==> src/rtl/adccal_pkg.sv <==
package adccal_pkg;

  typedef enum logic [2:0] {
    ST_IDLE,
    ST_SETUP,
    ST_FLUSH,
    ST_ACCUM,
    ST_STORE,
    ST_WR0,
    ST_WR2,
    ST_DONE
  } cal_state_e;

  localparam int MEAS_N = 4;

  // Measurements 0,1 sit at the lower level; 2,3 at the upper level.
  function automatic logic meas_upper(input logic [1:0] m);
    return m[1];
  endfunction

  // Forced decision per measurement: S0->0, S1->1, S2->2, S3->1.
  function automatic logic [1:0] meas_force(input logic [1:0] m);
    case (m)
      2'd0:    return 2'd0;
      2'd1:    return 2'd1;
      2'd2:    return 2'd2;
      default: return 2'd1;
    endcase
  endfunction

endpackage

==> src/rtl/adccal_avg.sv <==
module adccal_avg #(
  parameter int CODE_W  = 16,
  parameter int ACC_W   = 32,
  parameter int LOG_W   = 4,
  parameter int FLUSH_W = 8
) (
  input  logic               clk,
  input  logic               rst_n,
  input  logic               clr_i,
  input  logic               flush_en_i,
  input  logic               acc_en_i,
  input  logic               code_valid_i,
  input  logic [CODE_W-1:0]  code_i,
  input  logic [FLUSH_W-1:0] flush_len_i,
  input  logic [LOG_W-1:0]   avg_log_i,
  output logic               flush_done_o,
  output logic               acc_done_o,
  output logic [CODE_W-1:0]  avg_o
);

  // Sample counter must hold 2^(2^LOG_W - 1).
  localparam int CNT_W = (1 << LOG_W);

  logic [FLUSH_W-1:0] lat_q;
  logic [CNT_W-1:0]   cyc_q;
  logic [ACC_W-1:0]   acc_q;
  logic [CNT_W-1:0]   cyc_tgt;

  function automatic logic [CODE_W-1:0] shift_avg(input logic [ACC_W-1:0] s,
                                                  input logic [LOG_W-1:0] k);
    return CODE_W'(s >> k);
  endfunction

  assign cyc_tgt      = CNT_W'(1) << avg_log_i;
  assign flush_done_o = flush_en_i && (lat_q == flush_len_i);
  assign acc_done_o   = acc_en_i && (cyc_q == cyc_tgt);
  assign avg_o        = shift_avg(acc_q, avg_log_i);

  always_ff @(posedge clk or negedge rst_n) begin
    if (!rst_n) begin
      lat_q <= '0;
      cyc_q <= '0;
      acc_q <= '0;
    end else if (clr_i) begin
      lat_q <= '0;
      cyc_q <= '0;
      acc_q <= '0;
    end else begin
      if (flush_en_i && code_valid_i && !flush_done_o)
        lat_q <= lat_q + FLUSH_W'(1);
      if (acc_en_i && code_valid_i && !acc_done_o) begin
        acc_q <= acc_q + ACC_W'(code_i);
        cyc_q <= cyc_q + CNT_W'(1);
      end
    end
  end

endmodule

==> src/rtl/adccal_wts.sv <==
module adccal_wts #(
  parameter int CODE_W = 16
) (
  input  logic              clk,
  input  logic              rst_n,
  input  logic              store_i,
  input  logic [1:0]        meas_i,
  input  logic [CODE_W-1:0] avg_i,
  output logic [CODE_W-1:0] w0_o,
  output logic [CODE_W-1:0] w2_o
);
  import adccal_pkg::*;

  logic [MEAS_N-1:0][CODE_W-1:0] slot_val;

  function automatic logic [CODE_W-1:0] code_diff(input logic [CODE_W-1:0] a,
                                                  input logic [CODE_W-1:0] b);
    return a - b;
  endfunction

  for (genvar i = 0; i < MEAS_N; i++) begin : g_slot
    logic [CODE_W-1:0] q;
    always_ff @(posedge clk or negedge rst_n) begin
      if (!rst_n)                          q <= '0;
      else if (store_i && meas_i == 2'(i)) q <= avg_i;
    end
    assign slot_val[i] = q;
  end

  assign w0_o = code_diff(slot_val[1], slot_val[0]);
  assign w2_o = code_diff(slot_val[2], slot_val[3]);

endmodule

==> src/rtl/adccal_fsm.sv <==
module adccal_fsm #(
  parameter int NUM_STG = 7,
  parameter int STG_W   = 3
) (
  input  logic                   clk,
  input  logic                   rst_n,
  input  logic                   start_i,
  input  logic [STG_W-1:0]       top_stage_i,
  input  logic                   flush_done_i,
  input  logic                   acc_done_i,
  output adccal_pkg::cal_state_e state_o,
  output logic [STG_W-1:0]       stage_o,
  output logic [1:0]             meas_o
);
  import adccal_pkg::*;

  localparam logic [STG_W-1:0] LAST_STG = STG_W'(NUM_STG - 1);

  cal_state_e       st_q, st_d;
  logic [STG_W-1:0] stg_q, stg_d;
  logic [1:0]       m_q, m_d;

  function automatic logic [STG_W-1:0] clamp_stage(input logic [STG_W-1:0] s);
    return (s > LAST_STG) ? LAST_STG : s;
  endfunction

  always_comb begin
    st_d  = st_q;
    stg_d = stg_q;
    m_d   = m_q;
    case (st_q)
      ST_IDLE: if (start_i) begin
        st_d  = ST_SETUP;
        stg_d = clamp_stage(top_stage_i);
        m_d   = 2'd0;
      end
      ST_SETUP: st_d = ST_FLUSH;
      ST_FLUSH: if (flush_done_i) st_d = ST_ACCUM;
      ST_ACCUM: if (acc_done_i)   st_d = ST_STORE;
      ST_STORE: begin
        if (m_q == 2'(MEAS_N - 1)) begin
          st_d = ST_WR0;
        end else begin
          m_d  = m_q + 2'd1;
          st_d = ST_SETUP;
        end
      end
      ST_WR0: st_d = ST_WR2;
      ST_WR2: begin
        if (stg_q == '0) begin
          st_d = ST_DONE;
        end else begin
          stg_d = stg_q - STG_W'(1);
          m_d   = 2'd0;
          st_d  = ST_SETUP;
        end
      end
      ST_DONE: st_d = ST_IDLE;
      default: st_d = ST_IDLE;
    endcase
  end

  always_ff @(posedge clk or negedge rst_n) begin
    if (!rst_n) begin
      st_q  <= ST_IDLE;
      stg_q <= '0;
      m_q   <= '0;
    end else begin
      st_q  <= st_d;
      stg_q <= stg_d;
      m_q   <= m_d;
    end
  end

  assign state_o = st_q;
  assign stage_o = stg_q;
  assign meas_o  = m_q;

endmodule

==> src/rtl/adccal_seq.sv <==
module adccal_seq #(
  parameter int NUM_STG = 7,
  parameter int CODE_W  = 16,
  parameter int ACC_W   = 32,
  parameter int LOG_W   = 4,
  parameter int FLUSH_W = 8,
  localparam int STG_W  = $clog2(NUM_STG)
) (
  input  logic               clk,
  input  logic               rst_n,
  input  logic               start_i,
  input  logic [STG_W-1:0]   top_stage_i,
  input  logic [LOG_W-1:0]   avg_log_i,
  input  logic [FLUSH_W-1:0] flush_len_i,
  input  logic               code_valid_i,
  input  logic [CODE_W-1:0]  code_i,
  output logic               busy_o,
  output logic               done_o,
  output logic               drive_en_o,
  output logic [STG_W-1:0]   stage_sel_o,
  output logic               level_hi_o,
  output logic [1:0]         force_dec_o,
  output logic               wr_en_o,
  output logic               wr_sel_o,
  output logic [STG_W-1:0]   wr_stage_o,
  output logic [CODE_W-1:0]  wr_data_o
);
  import adccal_pkg::*;

  cal_state_e        state_w;
  logic [STG_W-1:0]  stage_w;
  logic [1:0]        meas_w;
  logic              flush_done_w;
  logic              acc_done_w;
  logic              store_w;
  logic [CODE_W-1:0] avg_w;
  logic [CODE_W-1:0] w0_w;
  logic [CODE_W-1:0] w2_w;

  adccal_fsm #(.NUM_STG(NUM_STG), .STG_W(STG_W)) u_fsm (
    .clk          (clk),
    .rst_n        (rst_n),
    .start_i      (start_i),
    .top_stage_i  (top_stage_i),
    .flush_done_i (flush_done_w),
    .acc_done_i   (acc_done_w),
    .state_o      (state_w),
    .stage_o      (stage_w),
    .meas_o       (meas_w)
  );

  adccal_avg #(.CODE_W(CODE_W), .ACC_W(ACC_W), .LOG_W(LOG_W), .FLUSH_W(FLUSH_W)) u_avg (
    .clk          (clk),
    .rst_n        (rst_n),
    .clr_i        (state_w == ST_SETUP),
    .flush_en_i   (state_w == ST_FLUSH),
    .acc_en_i     (state_w == ST_ACCUM),
    .code_valid_i (code_valid_i),
    .code_i       (code_i),
    .flush_len_i  (flush_len_i),
    .avg_log_i    (avg_log_i),
    .flush_done_o (flush_done_w),
    .acc_done_o   (acc_done_w),
    .avg_o        (avg_w)
  );

  assign store_w = (state_w == ST_STORE);

  adccal_wts #(.CODE_W(CODE_W)) u_wts (
    .clk     (clk),
    .rst_n   (rst_n),
    .store_i (store_w),
    .meas_i  (meas_w),
    .avg_i   (avg_w),
    .w0_o    (w0_w),
    .w2_o    (w2_w)
  );

  assign busy_o      = (state_w != ST_IDLE);
  assign done_o      = (state_w == ST_DONE);
  assign drive_en_o  = (state_w != ST_IDLE) && (state_w != ST_DONE);
  assign stage_sel_o = stage_w;
  assign level_hi_o  = drive_en_o && meas_upper(meas_w);
  assign force_dec_o = drive_en_o ? meas_force(meas_w) : 2'd0;
  assign wr_en_o     = (state_w == ST_WR0) || (state_w == ST_WR2);
  assign wr_sel_o    = (state_w == ST_WR2);
  assign wr_stage_o  = stage_w;
  assign wr_data_o   = wr_sel_o ? w2_w : w0_w;

endmodule

==> config.mk <==
export PLATFORM = sky130hd
export DESIGN_NAME = adccal_seq
export DESIGN_NICKNAME = d
export VERILOG_FILES = /design/src/rtl/adccal_pkg.sv /design/src/rtl/adccal_avg.sv /design/src/rtl/adccal_wts.sv /design/src/rtl/adccal_fsm.sv /design/src/rtl/adccal_seq.sv
export SDC_FILE = /design/constraint.sdc
export NUM_CORES = 1
export LEC_CHECK = 0
export BUFFER_PORTS_ARGS = -buffer_cell sky130_fd_sc_hd__buf_2
export CORE_ASPECT_RATIO = 0.8
export CORE_MARGIN = 2
export CORE_UTILIZATION = 62
export CTS_BUF_LIST = sky130_fd_sc_hd__clkbuf_16
export CTS_CLUSTER_SIZE = 30
export DETAILED_ROUTE_END_ITERATION = 12
export HOLD_SLACK_MARGIN = 0.03
export PLACE_DENSITY = 0.81
export SLEW_MARGIN = 20
export SYNTH_ARGS = -nofsm -noshare
export SYNTH_HDL_FRONTEND = slang
export SYNTH_SLANG_ARGS = --single-unit
==> constraint.sdc <==
create_clock -name clk -period 3.4 [get_ports clk]
set_input_delay 0.85 -clock clk [delete_from_list [all_inputs] [get_ports clk]]
set_output_delay 0.85 -clock clk [all_outputs]
set_load 0.02 [all_outputs]
# After elaboration in Yosys (flattened, before gate mapping)
# Cells that the tools add are included.
# classes
n_addsub,7
muxes,23
magnitude_cmp,1
multipliers,0
n_reduce_logical,26
bitwise_logic,0
shift,2
div_mod_pow,0
n_eq_ne,18
# op_table
op,count
32-bit 2-to-1 mux,2
16-bit 2-to-1 mux,3
32-bit by 16-bit adder with 32-bit output,1
32-bit by 4-bit right shift with 16-bit output,1
16-bit subtractor,2
3-bit 2-to-1 mux,8
3-bit one-hot mux with 8 select lines,1
"16-bit by 1-bit adder with 16-bit output, second input constant",1
16-bit == test,1
8-bit 2-to-1 mux,2
"1-bit by 4-bit left shift with 16-bit output, first input constant",1
"3-bit == test, second input constant",4
1-bit logical AND,12
"2-bit != test, second input constant",5
"8-bit by 1-bit adder with 8-bit output, second input constant",1
8-bit == test,1
2-bit 2-to-1 mux,4
"3-bit by 2-bit == test with 1-bit output, second input constant",2
3-bit logical NOT,2
2-bit one-hot mux with 3 select lines,1
3-bit one-hot mux with 2 select lines,1
3-bit AND reduction,2
2-bit nonzero test,3
3-bit nonzero test,2
12 further kinds,14
# totals
in_bits,35
ramBits,0
latch_bits,0
elab_cells,87
mem_count,0
reg_bits,128
romBits,0
output_inout_bits,30

# Depth between registers and ports, before layout
# depth
word_depth,7
mapped_depth,12
mapped_depth_nobuf,12

# By module
# Synthesis repeated with hierarchy kept, for this count alone.
# hier_totals
hier_cells,1093
area_unflattened_um2,9957.0
# modules_own_cells
mod,area_per_inst_um2,instances,seq_area_each_um2,cells_per_inst
adccal_avg,5059.9,1,1376.3,605
adccal_wts,4006.3,1,1601.5,397
adccal_fsm,515.5,1,200.2,54
adccal_seq,375.4,1,0.0,37

# Worst setup path after synthesis
# Ideal clock, no wire load.
# synth_path
kind,register to output
from,register u_wts.g_slot[1].q[0]
to,output port wr_data_o[14]
stages_incl_launch_ff,12
n_path_buf,0
t_arrival_ns,2.655
setup_slack_ns,-0.105
cell_sequence,dfrtp_1 -> inv_1 -> ha_1 -> inv_1 -> fa_1 -> a21oi_1 -> o2111a_1 -> o31ai_1 -> or4_1 -> a31oi_1 -> xor2_1 -> o21ai_0
# synth_between
elab_chain_cells,2
# synth_rtl
item,line,rtl
start: declaration,adccal_wts.sv:22,logic [CODE_W-1:0] q;
start signal: assignment,adccal_wts.sv:25,else if (store_i && meas_i == 2'(i)) q <= avg_i;
16-bit subtractor,adccal_wts.sv:18,return a - b;
16-bit 2-to-1 mux,adccal_seq.sv:88,assign wr_data_o = wr_sel_o ? w2_w : w0_w;
end: declaration,adccal_seq.sv:26,output logic [CODE_W-1:0] wr_data_o
# No other way between the ends.

# Worst setup path in the final report
# Ends and elaborated chain as after synthesis.

==> flow_metrics.env <==
export IMPL_status="finished with violations"
export IMPL_violations="setup timing"
export IMPL_port_buffers=64
export IMPL_syn_inst=1117
export IMPL_fin_util=0.744
export IMPL_crit_type="reg -> out"
export IMPL_dr_pass1_iters=7
export IMPL_rsz0062_at_grt="yes"
export IMPL_cpMaxStageDelayCell="or4_1"
export IMPL_area_delta_synth_final_pct=16.2
export IMPL_first_iter_violations=907
export IMPL_tightest_slew_ns=0.658
export IMPL_synthesis_nets=1209
export IMPL_slowest_delay_ns=0.46
export IMPL_pwr_share_clk=0.205
export IMPL_crit_path_end_kind="output pin"
export IMPL_switching_power_uw=3340
export IMPL_vias=8498
export IMPL_syn_area_per_cell_um2=8.27
export IMPL_cts_tree="yes"
export IMPL_postRouteAntennaNets=0
export IMPL_slew_viol_final=0
export IMPL_core_area_um2=14400
export IMPL_n_fill_cell=1055
export IMPL_initial_core_util=0.640
export IMPL_cp_required_ns=2.55
export IMPL_p_seq_frac=0.256
export IMPL_cts_buffer_depth=2
export IMPL_period_needed_ns=3.93
export IMPL_row_count=39
export IMPL_h_tree_depth=4
export IMPL_synthTopCellsByArea="dfrtp_1, ha_1, nand2_1, o21ai_0, a21oi_1"
export IMPL_wl_per_cell_um=16.5
export IMPL_yosysWarnings=0
export IMPL_grt_pass1_vias=8151
export IMPL_clock_skew_ns=0.00653
export IMPL_grt_overflow_total=0
export IMPL_power_share_switching=0.421
export IMPL_ir_worst_vdd_mv=0.778
export IMPL_cap_violations=0
export IMPL_cp_depth=12
export IMPL_synth_area_leader_cell="dfrtp_1"
export IMPL_design_area_um2=10700
export IMPL_insertion_delay_ns=0.43
export IMPL_antenna_found_initial=2
export IMPL_dp_cells=1346
export IMPL_synth_edff_count=0
export IMPL_dp_hpwl_um=16000
export IMPL_synth_cell_type_count=71
export IMPL_grt_pass1_wl_um=39500
export IMPL_die_w_um=141
export IMPL_cts_buffers=17
export IMPL_yosysTopAreaCellShare=0.344
export IMPL_clk_pin_slew_ns=0.06
export IMPL_critical_path_arrival_ns=3.08
export IMPL_track_usage=0.306
export IMPL_crit_fanout=2
export IMPL_crit_family="compound AO/OA/AOI/OAI gates"
export IMPL_nNetsFinal=1290
export IMPL_hold_violations=0
export IMPL_syn_cell_area_um2=9240
export IMPL_die_area_um2=15900
export IMPL_drc_errors=0
export IMPL_pwr_share_comb=0.539
export IMPL_ioPinCount=65
export IMPL_hold_path_class="in -> async"
export IMPL_synth_ff_type="dfrtp_1"
export IMPL_routabilityCongestion=0.900
export IMPL_total_power_uw=7920
export IMPL_finalCritPeriodShare=1.16
export IMPL_fmax_ghz=0.254
export IMPL_reg2regPathDepth=12
export IMPL_p_int_uw=4580
export IMPL_die_h_um=113
export IMPL_placed_cell_area_um2=9860
export IMPL_grt_start_max_net_pins=75
export IMPL_finalWirelength_um=23000
export IMPL_ctsRootBufferMaster="clkbuf_16"
export IMPL_start_kind="register"
export IMPL_ys_seq_elements=127
export IMPL_path_buf_inv=3
export IMPL_finalNonFillerCells=1394
export IMPL_via_per_inst=6.10
export IMPL_setup_violations=10
export IMPL_drive_gt1_frac=0.180
export IMPL_crit_chain="inv_1 > ha_2 > inv_2 > fa_2 > a21oi_2 > o2111a_2 > o31ai_2 > or4_1 > a31oi_2 > xor2_1 > o21ai_1 > buf_4"
export IMPL_yosysSeqAreaShare=0.344
export IMPL_p_leak_uw=0.00510
export IMPL_power_density_nw_per_um2=737
export IMPL_numClockSinks=127
export IMPL_slew_headroom=0.560
export IMPL_async_flop_share=1.00
export IMPL_setup_ws_ns=-0.530
[state kept, by name (all words and copies together) (netlist names)]
| register | flops |
|---|---|
| u_fsm.stage_o | 3 |
| u_avg.lat_q | 8 |
| u_fsm.state_o | 3 |
| u_wts.g_slot.q | 64 |
| u_avg.acc_q | 31 |
| u_avg.cyc_q | 16 |
| u_fsm.meas_o | 2 |
[layout by cell type, fill, tap and decap left out, types with 36 or more instances in the layout]
| master | n |
|---|---|
| a21oi_1 | 69 |
| buf_2 | 53 |
| buf_4 | 61 |
| dfrtp_1 | 126 |
| ha_1 | 47 |
| inv_1 | 53 |
| nand2_1 | 162 |
| nor2_1 | 85 |
| o21ai_0 | 106 |
| xor2_1 | 36 |
[kinds of logic after synthesis]
| family | Yosys count | synth area share |
|---|---|---|
| and+or+nand+nor | 408 | 0.207 |
| AOI/OAI and AO/OA | 294 | 0.195 |
| DFF | 127 | 0.344 |
| buffers and inverters | 114 | 0.0518 |
| xor gates and xnor gates | 69 | 0.0654 |
| adders and majority gates | 57 | 0.0796 |
| muxes | 48 | 0.0577 |
[routing by layer]
metal | vias up | share of wire | track usage
met5 | - | 0.00052 | 0
met4 | 2 | 0.014 | 0.0780
met3 | 35 | 0.060 | 0.0770
met2 | 266 | 0.46 | 0.484
met1 | 4100 | 0.47 | 0.425
li1 | 4095 | - | -
[what timing repair did]
item / 4_1_cts / 5_1_grt
setup endpoints to repair: 11 / 12
cloned: 0 / 0
gates resized for setup: 38 / 25
setup buffers: 10 / 7
hold buffers: 0 / 0
pin swaps: 28 / 17
[area by class of cell]
| class | instances | area, um2 | share of cell area |
|---|---|---|---|
| Antenna cell | 1 | 2.50 | 0.000233 |
| Clock buffer | 17 | 425 | 0.0396 |
| Clock inverter | 13 | 86.3 | 0.00804 |
| Inverter | 57 | 214 | 0.0199 |
| Multi-Input combinational cell | 876 | 5800 | 0.540 |
| Sequential cell | 127 | 3180 | 0.296 |
| Tap cell | 184 | 230 | 0.0214 |
| Timing Repair Buffer | 119 | 806 | 0.0750 |
[cells in the mapped netlist (all sizes together), types with 11 or more instances]
master and count:
o21ai 110, mux2 12, dfrtp 127, o211ai 16, ha 54, xnor2 33
a21o 11, inv 56, nand2b 19, nand2 162, nor2 87, buf 27
nor3 23, clkbuf 30, xor2 36, nand4 17, mux2i 33, and2 11
a211oi 16, and3 17, nand3 26, a21oi 82
[through the flow]
stage               setup TNS, ns  hold slack [ns]  setup slack, ns
finish                      -1.73            0.418           -0.530
global route                -3.18            0.457           -0.668
CTS                         -1.33            0.449           -0.490
detailed placement         -0.654            0.470           -0.222
global placement           -0.155            0.464           -0.125
floorplan                       0            0.450           0.0455
[power groups by stage]
| stage | logic [uW] | clock network (uW) | registers (uW) |
|---|---|---|---|
| finish | 4260 | 1630 | 2030 |
| global route | 4690 | 1720 | 2070 |
| CTS | 4010 | 1630 | 2020 |
| detailed placement | 3680 | 0 | 2040 |
| global placement | 3620 | 0 | 2030 |
| floorplan | 2720 | 0 | 1970 |
[worst register-to-register path: stages, from the launching register on]
cell and delay (ns):
dfrtp_1 0.39, ha_1 0.18, inv_1 0.05, fa_1 0.40
nor2b_1 0.19, o31ai_1 0.12, a211oi_1 0.34, nor3_1 0.13
or3_1 0.40, o221ai_2 0.23, buf_12 0.18, a21oi_1 0.07
o21a_1 0.17
[final timing paths]
check                                                       start                                end  slack, ns
worst max register to register         u_avg.acc_q[0]$_DFFE_PN0P_        u_avg.acc_q[20]$_DFFE_PN0P_       0.43
max in group asynchronous                                   rst_n   u_wts.g_slot[0].q[7]$_DFFE_PN0P_       2.02
worst min register to register  u_wts.g_slot[3].q[12]$_DFFE_PN0P_  u_wts.g_slot[3].q[12]$_DFFE_PN0P_       0.48
worst min-delay path                                        rst_n         u_avg.lat_q[0]$_DFFE_PN0P_       0.42
worst max-delay path             u_wts.g_slot[1].q[0]$_DFFE_PN0P_                      wr_data_o[14]      -0.53
min in group clk                u_wts.g_slot[3].q[12]$_DFFE_PN0P_  u_wts.g_slot[3].q[12]$_DFFE_PN0P_       0.48
Note: power is estimated with default switching activity, not from simulation.
